`src/rtl/burst_seq_pkg.sv`:
```
package burst_seq_pkg;

  // Strobes from the control half to the address datapath.
  typedef struct packed {
    logic loadAddr;   // capture external address, restart beat count
    logic stepBeat;   // advance beat count by one
    logic setActive;  // burst becomes live
    logic clrActive;  // burst is cancelled
  } seqStrobes_t;

endpackage

```
`src/rtl/burst_seq_ctrl.sv`:
```
module burst_seq_ctrl
  import burst_seq_pkg::*;
(
  input  logic        clk,
  input  logic        rstN,
  input  logic        clkEn,
  input  logic        advNotLoad,
  input  logic        enLowA,
  input  logic        enHigh,
  input  logic        enLowB,
  output seqStrobes_t strobes,
  output logic        burstActive
);

  logic selected;
  logic activeReg;

  assign selected = ~enLowA & enHigh & ~enLowB;

  always_comb begin
    strobes = '0;
    if (clkEn) begin
      if (!advNotLoad) begin
        if (selected) begin
          strobes.loadAddr  = 1'b1;
          strobes.setActive = 1'b1;
        end else begin
          strobes.clrActive = 1'b1;
        end
      end else if (activeReg) begin
        strobes.stepBeat = 1'b1;
      end
    end
  end

  always_ff @(posedge clk) begin
    if (!rstN)                  activeReg <= 1'b0;
    else if (strobes.setActive) activeReg <= 1'b1;
    else if (strobes.clrActive) activeReg <= 1'b0;
  end

  assign burstActive = activeReg;

  // a load edge without full select ends the burst
  p_deselect_ends_r8: assert property (@(posedge clk) disable iff (!rstN)
    (clkEn && !advNotLoad && (enLowA || !enHigh || enLowB)) |=> !burstActive);

  // advancing while idle never starts a burst
  p_idle_adv_r9: assert property (@(posedge clk) disable iff (!rstN)
    (clkEn && advNotLoad && !burstActive) |=> !burstActive);

  // frozen edge keeps the active flag
  p_freeze_flag_r10: assert property (@(posedge clk) disable iff (!rstN)
    !clkEn |=> $stable(burstActive));

endmodule

```
`src/rtl/burst_seq_datapath.sv`:
```
module burst_seq_datapath
  import burst_seq_pkg::*;
#(
  parameter int ADDR_W = 20,
  parameter int BEAT_W = 2
) (
  input  logic              clk,
  input  logic              rstN,
  input  seqStrobes_t       strobes,
  input  logic              interleave,
  input  logic [ADDR_W-1:0] extAddr,
  output logic [ADDR_W-1:0] curAddr
);

  localparam int UPPER_W = ADDR_W - BEAT_W;

  logic [UPPER_W-1:0] baseUpper;
  logic [BEAT_W-1:0]  startLow;
  logic [BEAT_W-1:0]  beatCnt;
  logic [BEAT_W-1:0]  linearLow;
  logic [BEAT_W-1:0]  xorLow;
  logic [BEAT_W-1:0]  beatLow;

  always_ff @(posedge clk) begin
    if (!rstN) begin
      baseUpper <= '0;
      startLow  <= '0;
      beatCnt   <= '0;
    end else if (strobes.loadAddr) begin
      baseUpper <= extAddr[ADDR_W-1:BEAT_W];
      startLow  <= extAddr[BEAT_W-1:0];
      beatCnt   <= '0;
    end else if (strobes.stepBeat) begin
      beatCnt   <= beatCnt + 1'b1;
    end
  end

  // Linear order: add inside the low field only, so the carry is dropped.
  assign linearLow = startLow + beatCnt;

  // Interleaved order: one XOR per low address bit.
  for (genvar i = 0; i < BEAT_W; i++) begin : g_xorBit
    assign xorLow[i] = startLow[i] ^ beatCnt[i];
  end

  assign beatLow = interleave ? xorLow : linearLow;
  assign curAddr = {baseUpper, beatLow};

  // each step moves the beat count by exactly one, wrapping
  p_step_one_r4: assert property (@(posedge clk) disable iff (!rstN)
    strobes.stepBeat |=> beatCnt == BEAT_W'($past(beatCnt) + 1));

  // upper field only moves on a load
  p_upper_hold_r4: assert property (@(posedge clk) disable iff (!rstN)
    !strobes.loadAddr |=> $stable(baseUpper) && $stable(startLow));

  // a load restarts the burst at beat zero
  p_load_restart_r3: assert property (@(posedge clk) disable iff (!rstN)
    strobes.loadAddr |=> beatCnt == '0);

  // with no strobe the counter is frozen
  p_freeze_beat_r10: assert property (@(posedge clk) disable iff (!rstN)
    (strobes == '0) |=> $stable(beatCnt));

endmodule

```
`src/rtl/burst_seq_top.sv`:
```
module burst_seq_top
  import burst_seq_pkg::*;
#(
  parameter int ADDR_W = 20,
  parameter int BEAT_W = 2
) (
  input  logic              clk,
  input  logic              rstN,
  input  logic              clkEn,
  input  logic              advNotLoad,
  input  logic              enLowA,
  input  logic              enHigh,
  input  logic              enLowB,
  input  logic              interleave,
  input  logic [ADDR_W-1:0] extAddr,
  output logic [ADDR_W-1:0] curAddr,
  output logic              burstActive
);

  seqStrobes_t strobes;

  burst_seq_ctrl u_ctrl (
    .clk         (clk),
    .rstN        (rstN),
    .clkEn       (clkEn),
    .advNotLoad  (advNotLoad),
    .enLowA      (enLowA),
    .enHigh      (enHigh),
    .enLowB      (enLowB),
    .strobes     (strobes),
    .burstActive (burstActive)
  );

  burst_seq_datapath #(
    .ADDR_W (ADDR_W),
    .BEAT_W (BEAT_W)
  ) u_datapath (
    .clk        (clk),
    .rstN       (rstN),
    .strobes    (strobes),
    .interleave (interleave),
    .extAddr    (extAddr),
    .curAddr    (curAddr)
  );

  // a selected load shows the captured address next cycle
  p_load_visible_r3: assert property (@(posedge clk) disable iff (!rstN)
    (clkEn && !advNotLoad && !enLowA && enHigh && !enLowB && $stable(interleave))
      |=> burstActive);

  // advances never disturb the upper address bits
  p_upper_port_r4: assert property (@(posedge clk) disable iff (!rstN)
    (clkEn && advNotLoad) |=> $stable(curAddr[ADDR_W-1:BEAT_W]));

  // deselect keeps the upper address
  p_deselect_addr_r8: assert property (@(posedge clk) disable iff (!rstN)
    (clkEn && !advNotLoad && enLowB) |=> $stable(curAddr[ADDR_W-1:BEAT_W]));

endmodule

```
`config.mk`:
```
export PLATFORM = sky130hd
export DESIGN_NAME = burst_seq_top
export DESIGN_NICKNAME = d
export VERILOG_FILES = /design/src/rtl/burst_seq_pkg.sv /design/src/rtl/burst_seq_ctrl.sv /design/src/rtl/burst_seq_datapath.sv /design/src/rtl/burst_seq_top.sv
export SDC_FILE = /design/constraint.sdc
export NUM_CORES = 1
export LEC_CHECK = 0
export BUFFER_PORTS_ARGS = -buffer_cell sky130_fd_sc_hd__buf_2
export CORE_MARGIN = 2
export CORE_UTILIZATION = 44
export CTS_CLUSTER_SIZE = 20
export DETAILED_ROUTE_END_ITERATION = 10
export PLACE_DENSITY_LB_ADDON = 0.25
export SLEW_MARGIN = 5
export SYNTH_ARGS = -nofsm -noshare
export SYNTH_HDL_FRONTEND = slang
export SYNTH_SLANG_ARGS = --single-unit
```
`constraint.sdc`:
```
create_clock -name clk -period 1.3 [get_ports clk]
set_input_delay 0 -clock clk [delete_from_list [all_inputs] [get_ports clk]]
set_output_delay 0 -clock clk [all_outputs]
set_load 0.01 [all_outputs]
```
==> impl_metrics.toml <==
[sta]
tightest_slew_ns = 0.3506
min_period_ns = 1.226
timing.fmax_mhz = 815.7
slew_violations = 0
finClkSkew_ns = 0.001475
relSlewSlack_pct = 76.62
fin_crit_sh_pct = 94.31
setup_viol = 0
layout_setup_ws_ns = 0.07403
fin_tns_setup_ns = 0
final_hold_viol_count = 0

[grt]
gr-total-overflow = 0
antenna_found_initial = 0
grt_pass1_wl_mm = 3.615
grt_busiest_layer = "met2"
grt_max_degree = 23
grt_util_met2_pct = 33.98
use_met3_pct = 3.509
grt_pass1_vias = 892
grt.total_usage_pct = 18.28
grt_util_met1_pct = 20.00

[placed_design]
dp_hpwl_mm = 1.523
place_area_um2 = 1249
post-place-ws_ns = 0.2134
place_congestion = 0.7409
numPortBuffers = 48

[die]
dieWidth_um = 51.31
start_util_pct = 45.39
dieHeight_um = 51.31
die-area_um2 = 2632
rows = 17
ios = 49
core_um2 = 2170

[critical_path]
cp_slowest_cell = "dfxtp_2"
endpoint_kind = "output port"
path_delay_family = "flip-flops"
path_cells = "ha_1 > nor2b_2 > xnor2_1 > buf_2"
cp_num_buf_inv = 1
r2r_start = "u_datapath.beatCnt[0]$_SDFFE_PP0P_"
start_kind = "register"
rr_endpoint = "u_datapath.beatCnt[1]$_SDFFE_PP0P_"
r2r_cells = 4
cp.required_ns = 1.30
critPathKind = "reg2out"
crit_arrival_ns = 1.23
cp_max_fo = 2
slowest_delay_ns = 0.34
r2r_setup_slack_ns = 0.37

[hold_path]
hp-class = "in2reg"
hold_start = "advNotLoad"
hold_path_end = "u_datapath.beatCnt[0]$_SDFFE_PP0P_"
hold_depth = 4

[routing]
drt_first_iter_violations = 12
vias = 932
route.detailed.drc = 0
dr.pass1.iters = 4
detail_route.wl_per_cell_um = 10.52
drtAntennaViolNets = 0
viasPerCell = 4.614
drt-total-wl_mm = 2.125

[cells_and_area]
layout_common_cells = "buf_2 (48), nand2_1 (40), dfxtp_1 (22)"
final_common_cell = "buf_2"
antennaDiodeCount = 0
final_area_um2 = 1486
synthToLayoutAreaGrowth_pct = 50.95
finalNetCount = 204
final_layout_size_suffix_gt1_share_pct = 35.06

[pwr]
powerDensity_nw_per_um2 = 800.7
p_leak_nw = 0.6824
ir_drop_uv = 576.0
total_power_mw = 1.190

[clock_network]
clock_sinks = 23
cts_tree = "built"
clock_latency_ns = 0.29
clkSlewWorstSetupHoldPaths_ns = 0.11
cts_buffer_depth = 2
htree_levels = 1
cts_buffers = 3
cts-root-buf = "clkbuf_4"

[flow_run]
cap_violations = 0

[yosys]
netlist_area_um2 = 984.7
synth.distinct_cells = 16
yosys-top-cells-area = "dfxtp_1 (47%), mux2i_1 (20%), nand2_1 (15%)"
ys_seq_elements = 23
synth_top_area_share_pct = 46.76
syn_inst = 104
synth-warning-count = 0
yosysTopAreaCell = "dfxtp_1"
synth_seq_area_share_pct = 46.76
synth.avg_cell_area_um2 = 9.468
syn_nets = 133

[outcome]
outcome = "finished clean"
==> cell type report <==
class / count / area [µm²]
clock buffer: 4 / 26.28
fill: 197 / 683.2
multi-input combinational: 74 / 485.5
sequential: 23 / 461.7
tap: 28 / 35.03
timing repair buffer: 73 / 478.0
==> through the flow <==
step                utilization [%]  hold WS, ns  std cells
floorplan                         -       0.1421        104
global placement              57.55       0.2462        177
detailed placement            57.55       0.2551        177
CTS                           67.99       0.1014        201
global route                  68.51       0.1121        202
finish                        68.51       0.1013        202
==> cells by family after synthesis <==
logic type	Yosys count	share of synthesized area, %
buf+inv	7	4.193
simple gates	48	23.12
xor+xnor	4	3.558
mux	20	20.33
compound gates	1	0.7627
flops	23	46.76
fa+ha+maj	1	1.270
==> synth_stat cells, drive strengths merged <==
cell,instances
nor3b,2
nor2b,1
xnor2,2
nand4,1
xor2,2
mux2i,20
clkbuf,5
nand2,40
buf,2
o21a,1
nand2b,1
ha,1
nand3,1
and2,1
dfxtp,23
nor4b,1
==> state kept, by name (all words and copies together), names as in the netlist <==
register              count
u_ctrl.burstActive        1
u_datapath.baseUpper     18
u_datapath.beatCnt        2
u_datapath.startLow       2
==> where the power goes <==
| part | switching (mW) | internal [mW] | leakage (nW) | total [mW] |
|---|---|---|---|---|
| Sequential | 0.00435 | 0.713 | 0.186 | 0.718 |
| Clock | 0.187 | 0.119 | 0.0150 | 0.306 |
| Combinational | 0.0672 | 0.0996 | 0.481 | 0.167 |
| Total | 0.258 | 0.932 | 0.682 | 1.19 |
==> routing by layer <==
layer  vias up  part of all wire (%)
met3         4                   5.4
li1        479                     -
met2        30                    54
met5         -                     0
met1       419                    39
met4         0                   1.6
==> what timing repair did <==
item	in CTS	in global routing
endpoints found under the hold margin	20	0
hold buffers	20	0
gates resized for setup	0	2
setup endpoints to repair	0	1
setup buffers	0	1
==> worst reg2reg max path: stages, from the launching register on <==
cell and delay, ns:
dfxtp_2 0.35, buf_4 0.11, nand4_1 0.09, xor2_1 0.16, nor3b_1 0.16
==> worst max path at each step <==
stage                                                   from                                    to  slack, ns  cells after the start
after floorplan                                   advNotLoad  u_datapath.baseUpper[0]$_SDFFE_PN0P_       0.29                      4
after global placement                            advNotLoad  u_datapath.baseUpper[9]$_SDFFE_PN0P_       0.26                      5
after detailed placement                          advNotLoad  u_datapath.baseUpper[9]$_SDFFE_PN0P_       0.21                      5
after CTS                 u_datapath.beatCnt[0]$_SDFFE_PP0P_                            curAddr[1]       0.02                      4
after global routing      u_datapath.beatCnt[0]$_SDFFE_PP0P_                            curAddr[1]      -0.01                      4
final                     u_datapath.beatCnt[0]$_SDFFE_PP0P_                            curAddr[1]       0.07                      4
No activity file was read; power rests on OpenSTA's default activity.
